File: config.mk
export PLATFORM = sky130hd
export DESIGN_NAME = irq_combiner
export DESIGN_NICKNAME = d
export VERILOG_FILES = /design/src/rtl/irq_pkg.sv /design/src/rtl/irq_qualify.sv /design/src/rtl/irq_gap_timer.sv /design/src/rtl/irq_line_fsm.sv /design/src/rtl/irq_combiner.sv
export SDC_FILE = /design/constraint.sdc
export NUM_CORES = 1
export LEC_CHECK = 0
export BUFFER_PORTS_ARGS = -buffer_cell sky130_fd_sc_hd__buf_2
export CORE_MARGIN = 4
export CORE_UTILIZATION = 49
export CTS_BUF_LIST = sky130_fd_sc_hd__clkbuf_16
export CTS_CLUSTER_SIZE = 10
export DETAILED_ROUTE_END_ITERATION = 7
export GPL_TIMING_DRIVEN = 0
export PLACE_DENSITY = 0.76
export SKIP_CTS_REPAIR_TIMING = 1
export SYNTH_ARGS = -nofsm -noshare
export SYNTH_HDL_FRONTEND = slang
export SYNTH_SLANG_ARGS = --single-unit
File: constraint.sdc
create_clock -name clk -period 2.5 [get_ports clk]
set_input_delay 0.625 -clock clk [delete_from_list [all_inputs] [get_ports clk]]
set_output_delay 0.625 -clock clk [all_outputs]
set_load 0.005 [all_outputs]
File: src/rtl/irq_pkg.sv
package irq_pkg;

    typedef enum logic [1:0] {
        LN_IDLE  = 2'd0,
        LN_DRIVE = 2'd1,
        LN_GAP   = 2'd2
    } line_state_e;

    // Gap length in clock cycles, never below one cycle
    function automatic int gap_cycles(input longint freq_hz, input longint gap_us);
        longint c;
        c = (freq_hz * gap_us) / 64'd1000000;
        if (c < 1) c = 1;
        return int'(c);
    endfunction

endpackage

File: src/rtl/irq_qualify.sv
module irq_qualify #(
    parameter int N_SRC = 4
) (
    input  logic [N_SRC-1:0] pend,
    input  logic [N_SRC-1:0] clr,
    input  logic [N_SRC-1:0] en,
    output logic             hit_any,
    output logic             remain_any
);
    logic [N_SRC-1:0] active;
    logic [N_SRC-1:0] hit;
    logic [N_SRC-1:0] remain;

    for (genvar i = 0; i < N_SRC; i++) begin : g_src
        // Only enabled sources count; a clear counts only on an active source
        assign active[i] = pend[i] & en[i];
        assign hit[i]    = clr[i] & active[i];
        assign remain[i] = active[i] & ~clr[i];
    end

    assign hit_any    = |hit;
    assign remain_any = |remain;

endmodule

File: src/rtl/irq_gap_timer.sv
module irq_gap_timer #(
    parameter int LEN = 10
) (
    input  logic clk,
    input  logic rst_n,
    input  logic start,
    input  logic run,
    output logic done
);
    localparam int CNT_W = (LEN > 1) ? $clog2(LEN) : 1;
    localparam logic [CNT_W-1:0] LAST = CNT_W'(LEN - 1);

    logic [CNT_W-1:0] cnt_q;

    always_ff @(posedge clk or negedge rst_n) begin
        if (!rst_n) begin
            cnt_q <= '0;
        end else if (start) begin
            cnt_q <= '0;
        end else if (run && cnt_q != LAST) begin
            cnt_q <= cnt_q + 1'b1;
        end
    end

    assign done = run && (cnt_q == LAST);

    AST_GAP_BOUND: assert property (@(posedge clk) disable iff (!rst_n)
        (run && !start) |=> (cnt_q <= LAST));

endmodule

File: src/rtl/irq_line_fsm.sv
module irq_line_fsm
    import irq_pkg::*;
(
    input  logic clk,
    input  logic rst_n,
    input  logic remain_any,
    input  logic hit_any,
    input  logic pulse_mode,
    input  logic gap_done,
    output logic gap_start,
    output logic gap_run,
    output logic irq_n
);
    line_state_e state_q, state_d;

    always_ff @(posedge clk or negedge rst_n) begin
        if (!rst_n) state_q <= LN_IDLE;
        else        state_q <= state_d;
    end

    always_comb begin
        state_d = state_q;
        unique case (state_q)
            LN_IDLE: begin
                if (remain_any) state_d = LN_DRIVE;
            end
            LN_DRIVE: begin
                if (!remain_any)                        state_d = LN_IDLE;
                else if (pulse_mode && hit_any)         state_d = LN_GAP;
            end
            LN_GAP: begin
                if (gap_done) state_d = remain_any ? LN_DRIVE : LN_IDLE;
            end
            default: state_d = LN_IDLE;
        endcase
    end

    always_comb begin
        irq_n     = (state_q != LN_DRIVE);
        gap_run   = (state_q == LN_GAP);
        gap_start = (state_q == LN_DRIVE) && (state_d == LN_GAP);
    end

    AST_GAP_ENTRY: assert property (@(posedge clk) disable iff (!rst_n)
        (!irq_n && pulse_mode && hit_any && remain_any) |=> irq_n);

    AST_LEVEL_HOLD: assert property (@(posedge clk) disable iff (!rst_n)
        (!irq_n && !pulse_mode && remain_any) |=> !irq_n);

    AST_NO_EARLY_REASSERT: assert property (@(posedge clk) disable iff (!rst_n)
        (gap_run && !gap_done) |=> irq_n);

endmodule

File: src/rtl/irq_combiner.sv
module irq_combiner #(
    parameter int N_SRC       = 4,
    parameter int CLK_FREQ_HZ = 250_000_000,
    parameter int GAP_US      = 50
) (
    input  logic             clk,
    input  logic             rst_n,
    input  logic [N_SRC-1:0] src_pend,
    input  logic [N_SRC-1:0] src_clr,
    input  logic [N_SRC-1:0] src_en,
    input  logic             pulse_mode,
    output logic             irq_n
);
    localparam int GAP_LEN = irq_pkg::gap_cycles(longint'(CLK_FREQ_HZ), longint'(GAP_US));

    logic hit_any, remain_any;
    logic gap_start, gap_run, gap_done;

    irq_qualify #(.N_SRC(N_SRC)) u_qualify (
        .pend       (src_pend),
        .clr        (src_clr),
        .en         (src_en),
        .hit_any    (hit_any),
        .remain_any (remain_any)
    );

    irq_gap_timer #(.LEN(GAP_LEN)) u_timer (
        .clk   (clk),
        .rst_n (rst_n),
        .start (gap_start),
        .run   (gap_run),
        .done  (gap_done)
    );

    irq_line_fsm u_fsm (
        .clk        (clk),
        .rst_n      (rst_n),
        .remain_any (remain_any),
        .hit_any    (hit_any),
        .pulse_mode (pulse_mode),
        .gap_done   (gap_done),
        .gap_start  (gap_start),
        .gap_run    (gap_run),
        .irq_n      (irq_n)
    );

    AST_MASKED_QUIET: assert property (@(posedge clk) disable iff (!rst_n)
        (irq_n && ((src_pend & src_en) == '0)) |=> irq_n);

    AST_STRAY_CLEAR: assert property (@(posedge clk) disable iff (!rst_n)
        (!irq_n && ((src_clr & src_pend & src_en) == '0) && ((src_pend & src_en) != '0))
        |=> !irq_n);

endmodule

Word-level counts from Yosys, hierarchy flattened

Cells that the tools add are included.
Widths: inputs -> output; s select.

Logic and storage cells: 41
Register bits after elaboration: 16
Output and inout bits: 1
Input port bits: 15

Add/subtract/negate cells: 1
Bitwise gates (word level): 16
Reductions and logical operators: 8
Eq/ne operators: 6
Multiplexer cells: 8

Operators by type and width:

| cell                  | number |
|---|---|
| $mux 14               | 2 |
| $add 14x1->14 const B | 1 |
| $eq 14x14->1 const B  | 1 |
| $ne 14x14->1 const B  | 1 |
| $and 1x1->1           | 12 |
| $mux 2                | 4 |
| $reduce_or 4->1       | 2 |
| $pmux 2 s3            | 1 |
| $eq 2x2->1 const B    | 2 |
| $logic_and 1x1->1     | 4 |
| $not 1->1             | 4 |
| $eq 2x1->1 const B    | 1 |
| $logic_not 2->1       | 1 |
| $ne 2x1->1 const B    | 1 |
| $reduce_bool 2->1     | 1 |
| $mux 1                | 1 |

Longest topological paths before layout

Gate-level depths: netlist of run 1.

Depth in word-level cells: 10
Depth in mapped cells: 6
Gate-level depth less buffers: 5

Hierarchy

A second synthesis of run 1 with hierarchy kept.

Cells, all modules: 101
Area, all modules: 935.9 um2

Modules (own cells, without submodules):

| module        | cells an instance | sequential area each (um2) | times used | area each (um2) |
|---|---|---|---|---|
| irq_gap_timer | 80                | 350.3                      | 1          | 759.5 |
| irq_line_fsm  | 11                | 50.0                       | 1          | 108.9 |
| irq_qualify   | 10                | 0.0                        | 1          | 67.6 |

Worst setup path before layout of run 1

Ideal clock, no wire load.

Path type: input to register
Start: input port src_clr[1]
End: register u_timer.cnt_q[10]
Slack: 0.856 ns
Stages: 6
Arrival time: 1.523 ns
Path buffers: 2
Required time: 2.379 ns
Setup time: 0.121 ns
Path through: nand3_1 -> a41oi_1 -> and3b_1 -> clkbuf_1 -> buf_2 -> nor2_1

Word-level cells in the longest chain between the ends: 9
Elaborated cells on any way between the ends: 16
Classes of those cells: eq/ne (1); mux (7); bitwise (3); reduce/logical (5)

Ends and longest elaborated chain:

| element                                                     | line                                   | source |
|---|---|---|
| start, declared                                             | irq_combiner.sv:9                      | `input logic [N_SRC-1:0] src_clr,` |
| $and 1x1->1 / $not 1->1 (equally long branches)             | irq_qualify.sv:17, irq_qualify.sv:18   |  |
| $reduce_or 4->1 / $and 1x1->1 (equally long branches)       | irq_qualify.sv:21, irq_qualify.sv:18   |  |
| $logic_and 1x1->1 / $reduce_or 4->1 (equally long branches) | irq_line_fsm.sv:29, irq_qualify.sv:22  |  |
| $mux 2 / $mux 1 (equally long branches)                     | irq_line_fsm.sv:29, irq_line_fsm.sv:32 |  |
| $mux 2, on equally long branches                            | irq_line_fsm.sv:28, irq_line_fsm.sv:32 |  |
| $pmux 2 s3 *                                                | irq_line_fsm.sv:23                     | `unique case (state_q)` |
| $eq 2x2->1 *                                                | irq_line_fsm.sv:41                     | `gap_start = (state_q == LN_DRIVE) && (state_d == LN_GAP);` |
| $logic_and 1x1->1 *                                         | irq_line_fsm.sv:41                     |  |
| $mux 14 / $reduce_bool 2->1 (equally long branches)         | -                                      |  |
| end signal, assigned                                        | irq_gap_timer.sv:21                    | `cnt_q <= cnt_q + 1'b1;` |
| end, declared                                               | irq_gap_timer.sv:13                    | `logic [CNT_W-1:0] cnt_q;` |

Every way passes the cells marked *; elsewhere a longest branch is shown, timed or not.
A chain may end at the register's enable or synchronous reset.

Final worst setup path of run 1

Start: register u_timer.cnt_q[0]
End: register u_fsm.state_q[1]

Word-level cells in the longest chain between the ends: 4

Ends and longest elaborated chain:

| element                    | line                | source |
|---|---|---|
| $eq 14x14->1               | irq_gap_timer.sv:25 | `assign done = run && (cnt_q == LAST);` |
| $logic_and 1x1->1          | irq_gap_timer.sv:25 |  |
| $mux 2                     | irq_line_fsm.sv:32  | `if (gap_done) state_d = remain_any ? LN_DRIVE : LN_IDLE;` |
| $pmux 2 s3                 | irq_line_fsm.sv:23  |  |
| named net u_fsm.state_d[1] | irq_line_fsm.sv:14  | `line_state_e state_q, state_d;` |
| end signal, assigned       | irq_line_fsm.sv:18  | `else state_q <= state_d;` |
| end, declared              | irq_line_fsm.sv:14  |  |

The timed path passes the listed nets, and every way through them passes these cells.

==> results of run 1 <==
[flip-flops by register name (all words and copies together) (netlist names)]
register,cells
u_timer.cnt_q,14
u_fsm.state_q,2
[per-stage QoR]
stage	util	setup WS [ps]
floorplan	-	856
global placement	0.591	563
detailed placement	0.591	538
CTS	0.636	754
global route	0.636	591
finish	0.636	726
[cells in the final DEF (no fill, tap or decap), types with 2 or more instances in the layout]
| master | n |
|---|---|
| xor2_1 | 5 |
| nand3b_1 | 3 |
| dfrtp_1 | 16 |
| clkbuf_16 | 3 |
| nand3_1 | 7 |
| nor4_1 | 2 |
| a21oi_1 | 2 |
| nor2_1 | 14 |
| nor3_1 | 2 |
| nand2_1 | 6 |
| nor4b_1 | 2 |
| buf_2 | 16 |
| nand4_1 | 6 |
| nand4b_1 | 2 |
| and3b_1 | 2 |
| a41oi_1 | 2 |
| inv_1 | 2 |
| xnor2_1 | 6 |
[final timing paths]
| check | start | endpoint | slack [ps] | depth (start not counted) |
|---|---|---|---|---|
| min in group clk | u_timer.cnt_q[12]$_DFFE_PN0P_ | u_timer.cnt_q[12]$_DFFE_PN0P_ | 590 | 2 |
| worst min-delay path | rst_n | u_fsm.state_q[0]$_DFF_PN0_ | 280 | 1 |
| worst max register to register | u_timer.cnt_q[0]$_DFFE_PN0P_ | u_fsm.state_q[1]$_DFF_PN0_ | 730 | 4 |
| worst min register to register | u_timer.cnt_q[12]$_DFFE_PN0P_ | u_timer.cnt_q[12]$_DFFE_PN0P_ | 590 | 2 |
| max in group asynchronous | rst_n | u_timer.cnt_q[13]$_DFFE_PN0P_ | 1960 | 1 |
| worst max-delay path | u_timer.cnt_q[0]$_DFFE_PN0P_ | u_fsm.state_q[1]$_DFF_PN0_ | 730 | 4 |
[layer usage]
| metal | up-vias | GRT usage | part of all wire |
|---|---|---|---|
| met5 | - | 0 | 0 |
| met3 | 5 | 0.0344 | 0.049 |
| met2 | 24 | 0.288 | 0.48 |
| li1 | 400 | - | - |
| met4 | 0 | 0.0655 | 0.015 |
| met1 | 380 | 0.233 | 0.45 |
[kinds of logic after synthesis]
kind of cell	share of synthesized area
multiplexers	0.0107
AO/OA/AOI/OAI	0.0641
buffers and inverters	0.0254
flip-flops	0.427
AND/OR/NAND/NOR	0.357
XOR/XNOR	0.103
adder cells (fa/ha/maj)	0.0133
[power groups by stage]
stage	Combinational [uW]	Sequential (uW)	Clock (uW)
finish	251	491	311
global route	289	510	327
CTS	253	487	313
detailed placement	247	490	0
global placement	235	487	0
floorplan	194	460	0
[layout make-up]
| cell class | count | area (um2) |
|---|---|---|
| Buffer | 3 | 16.3 |
| Clock buffer | 3 | 75.1 |
| Clock inverter | 1 | 3.75 |
| Fill cell | 144 | 642 |
| Inverter | 2 | 7.51 |
| Multi-Input combinational cell | 78 | 513 |
| Sequential cell | 16 | 400 |
| Tap cell | 25 | 31.3 |
| Timing Repair Buffer | 15 | 75.1 |
==> flow_summary.toml, run 1 <==
[detailed_routing]
initialDrtViolationCount = 33
vias = 809
firstDrtPassIters = 4
wl_per_cell_um = 13.9
viasPerCell = 5.66
drt_wl_total_um = 1990
ant_nets = 0
drc_errors = 0

[clock_network]
cts.clk_slew.worst_paths_ps = 50
htreeDepth = 1
numCtsBuffers = 3
cts_max_path_buffers = 2
cts_tree = "done"
clockRootBuffer = "clkbuf_16"
cts_sinks = 16
insertion_delay_ps = 250

[power_and_ir_drop]
p_sw_uw = 354
p_clk_frac = 0.296
power_frac_seq = 0.466
swShare = 0.336
power_leakage_uw = 0.000472
power_uw = 1050
comb_power_share = 0.238
ir_drop_uv = 462
internal_power_uw = 699
powerDensity_nw_per_um2 = 938

[synth]
synth_top_area_frac = 0.427
synth_area_um2 = 937
ys_seq_area_frac = 0.427
synth.distinct_cells = 36
netlist_top_cells_count = "16 x dfrtp_1, 14 x nor2_1, 7 x nand3_1"
yosysMostFrequentCell = "dfrtp_1"
syn_area_per_cell_um2 = 9.47
synth_top_flop_cell = "dfrtp_1"
yosysTopAreaCell = "dfrtp_1"
postSynth.asyncResetShare = 1.00
synth_cells = 99
synth_nets = 115
ys_ff_latch = 16
synth_enable_flop_cells = 0
yosysWarnings = 0
synth.area.top_cells = "dfrtp_1 43%, nor2_1 5.6%, xnor2_1 5.6%"

[die]
io_pins = 16
core-area_um2 = 1760
die_w_um = 51.7
die_area_um2 = 2680
chipHeight_um = 51.7
std_cell_rows = 15
start_util = 0.531

[timing]
relSlewSlack = 0.709
fin_crit_ps = 1770
fin_crit_sh = 0.710
finalSetupViolCount = 0
holdWs_ps = 281
hold_violations = 0
tightestPinTransition_ps = 431
finClkSkew_ps = 2.58
drv_slew = 0
fin_tns_setup_ps = 0
fmaxAchievable_mhz = 564
rsz0062_at_grt = "no"

[critical_path]
cp-end-kind = "register"
crit_chain = "ha_1 -> nor4b_1 -> a41oi_1 -> or2_2"
required_ps = 2630
cp_max_fo = 4
arrival_ps = 1900
crit_slowest_cell = "dfrtp_1"
cp.buffers_inverters = 0
crit_family = "simple AND/OR/NAND/NOR gates"
max_stage_delay_ps = 410
start_kind = "register"
worstSetupPathType = "reg -> reg"

[run]
drv_cap = 0

[place]
portBuffers = 15
gp_congestion = 0.870
dp_hpwl_um = 1460
dpl.cell_count = 139
placed_cell_area_um2 = 1040

[finish]
drive_above_1_share = 0.220
final_cell_area_um2 = 1120
stdcell_count = 143
fin_nets = 135
syn_to_final_growth_pct = 19.8
antenna_cells = 0

[global_routing]
grt_max_degree = 17
gr-total-overflow = 0
grtUsageTotal = 0.177
grt_pass1_vias = 791
antenna_found_initial = 0
grt_first_pass_wirelength_um = 3520

[min_path]
hp-class = "in -> async"

[outcome]
status = "complete, no violations"
Note: power is estimated with default switching activity, not from simulation.
==> run 2: changes to the inputs <==
Settings changed: ABC_AREA set to 1, PLACE_DENSITY 0.76 to 0.74.
Clock period 2.5 ns to 1.65 ns, I/O delays scaled along.
==> run 2 against run 1 <==
  * Sequential share of layout area fell by 7.8 points
  * Synthesized cell count is 83% higher
  * Area after synthesis grew 29%
  * Combinational power down 84%
  * Sequential cell count unchanged
  * First-iteration DRC count rose by 85%
  * Critical path type unchanged
  * Critical endpoint is now u_timer.cnt_q[11]$_DFFE_PN0P_
  * Largest cell class unchanged
  * Clock power up 53%
  * Largest power group is now clock
  * Core utilization fell by 0.34 points
  * Register-to-register slack got worse by 620 ps
  * Worst setup slack got worse by 620 ps
  * Non-clock buffer count up 6
==> flow_summary.toml, run 2 <==
[power_and_ir_drop]
power_frac_seq = 0.432
power_leakage_uw = 0.000796
comb_power_share = 0.045
ir_drop_uv = 458
internal_power_uw = 733
swShare = 0.195
p_clk_frac = 0.523
p_sw_uw = 178
powerDensity_nw_per_um2 = 632

[die]
chipHeight_um = 57.7
core-area_um2 = 2280
die_area_um2 = 3330
std_cell_rows = 17
start_util = 0.531
die_w_um = 57.7
io_pins = 16

[timing]
drv_slew = 0
layout_setup_ws_ps = 107
finClkSkew_ps = 0.739
fin_crit_ps = 1540
hold_violations = 0
fmaxAchievable_mhz = 648
fin_crit_sh = 0.935
relSlewSlack = 0.745
tightestPinTransition_ps = 383
holdWs_ps = 78.8
finalSetupViolCount = 0

[finish]
antenna_cells = 0
top_regs = "u_timer.cnt_q: 14 flops, u_fsm.state_q: 2 flops"
multi_input_area_um2 = 683
regMostFlops = "u_timer.cnt_q"
regArea_um2 = 402
syn_to_final_growth_pct = 19.2
mostFrequentLayoutCells = "47 x nand2_1, 37 x nand3_1, 22 x inv_1"
utilization = 0.633
fin_nets = 221
drive_above_1_share = 0.196
layout_commonest_cell = "nand2_1"
stdcell_count = 232
largest_reg_flops = 14
fill_cells = 192

[synth]
yosysTopAreaCell = "dfrtp_1"
syn_area_per_cell_um2 = 6.68
synth.distinct_cells = 20
synth_top_area_frac = 0.331
synth_nets = 197
synth.area.top_cells = "dfrtp_1 33%, nand3_1 15%, nand2_1 15%"
netlist_top_cells_count = "47 x nand2_1, 37 x nand3_1, 22 x inv_1"
synth_top_flop_cell = "dfrtp_1"
synth_cells = 181
yosysMostFrequentCell = "nand2_1"
ys_ff_latch = 16
synth_area_um2 = 1210
postSynth.asyncResetShare = 1.00
ys_seq_area_frac = 0.331
synth_enable_flop_cells = 0
yosysWarnings = 0

[critical_path]
worstSetupPathType = "reg -> reg"
cp_max_fo = 10
crit_chain = "ha_1 -> clkbuf_4 -> nand2_1 -> nor2_2 -> nand2_2 -> nand2_4 -> inv_4 -> buf_8 -> nand3_1 -> nand2_1"
arrival_ps = 1680
start_kind = "register"
cp.buffers_inverters = 3
crit_slowest_cell = "dfrtp_2"
required_ps = 1780
max_stage_delay_ps = 390
worst_path_most_repeated_cell = "nand2_1"
cp-end-kind = "register"
crit_family = "simple AND/OR/NAND/NOR gates"

[global_routing]
grtUsageTotal = 0.187
grt_first_pass_wirelength_um = 4780
grt_max_degree = 17
grt_pass1_vias = 1113
antenna_found_initial = 0
use_met1 = 0.244
grt_busiest_layer = "met2"
gr-total-overflow = 0
use_met3 = 0.0334
use_met2 = 0.305

[place]
dp_hpwl_um = 2140
dpl.cell_count = 224
pre_cts_ws_ps = 31.4
gp_congestion = 0.967
portBuffers = 15

[outcome]
status = "complete, no violations"

[clock_network]
cts_max_path_buffers = 2
cts.clk_slew.worst_paths_ps = 50
cts_sinks = 16
cts_tree = "done"
htreeDepth = 1
insertion_delay_ps = 250
clockRootBuffer = "clkbuf_16"
numCtsBuffers = 3

[detailed_routing]
ant_nets = 0
initialDrtViolationCount = 61
firstDrtPassIters = 5
vias = 1229
wl_per_cell_um = 12.8
viasPerCell = 5.30
drc_errors = 0
drt_wl_total_um = 2980

[min_path]
hp-class = "in -> async"

[run]
drv_cap = 0
-- run 2: cell types whose count changed in the layout (fill, tap and decap cells not counted), sizes merged, moves of 2 or more --
cell / delta
nor4b: -2
nand4b: -2
a21oi: -3
inv: +21
a41oi: -2
nor2: +11
nor4: -2
nand3: +33
buf: +6
xnor2: -5
and3b: -2
nand2: +44
-- run 2: path summary, 6_finish.rpt --
| path | from | end | slack [ps] | cells past startpoint |
|---|---|---|---|---|
| setup / recovery | u_timer.cnt_q[0]$_DFFE_PN0P_ | u_timer.cnt_q[11]$_DFFE_PN0P_ | 110 | 10 |
| hold / removal | rst_n | u_fsm.state_q[1]$_DFF_PN0_ | 80 | 1 |
| setup reg to reg | u_timer.cnt_q[0]$_DFFE_PN0P_ | u_timer.cnt_q[11]$_DFFE_PN0P_ | 110 | 10 |
| hold reg to reg | u_timer.cnt_q[1]$_DFFE_PN0P_ | u_timer.cnt_q[1]$_DFFE_PN0P_ | 540 | 2 |
| max in group asynchronous | rst_n | u_timer.cnt_q[0]$_DFFE_PN0P_ | 1270 | 1 |
| min in group clk | u_timer.cnt_q[1]$_DFFE_PN0P_ | u_timer.cnt_q[1]$_DFFE_PN0P_ | 540 | 2 |
-- run 2: cell families after synthesis --
logic type	share of synthesized area
and+or+nand+nor	0.496
buffers and inverters	0.108
DFF	0.331
xor gates and xnor gates	0.0507
AOI/OAI and AO/OA	0.00414
adders and majority gates	0.0104
-- run 2: cell type report --
cell class	count	area share
tap	28	0.0243
clock buffer	3	0.0521
multi-input combinational	136	0.474
sequential	16	0.279
buffer	5	0.0304
clock inverter	1	0.00261
timing repair buffer	19	0.0730
inverter	24	0.0643
-- run 2: layer usage --
layer,vias to the layer above,share of wire
met1,541,0.42
met4,0,0.017
met5,-,0
met2,56,0.48
met3,5,0.085
li1,627,-
-- run 2: power by group through the flow --
stage	clock network, uW	registers, uW	logic, uW
6_report	476	393	41.3
3_3_place_gp	0	400	40.1
4_1_cts	485	393	41.8
2_1_floorplan	0	400	12.7
5_1_grt	500	393	47.7
3_5_place_dp	0	400	41.5
-- run 2: per-stage QoR --
stage,total power (uW),setup TNS [ps],area (um2)
2_1_floorplan,412,0,1210
4_1_cts,920,0,1400
6_report,910,0,1440
3_3_place_gp,440,0,1320
3_5_place_dp,441,0,1320
5_1_grt,940,-7.44,1440
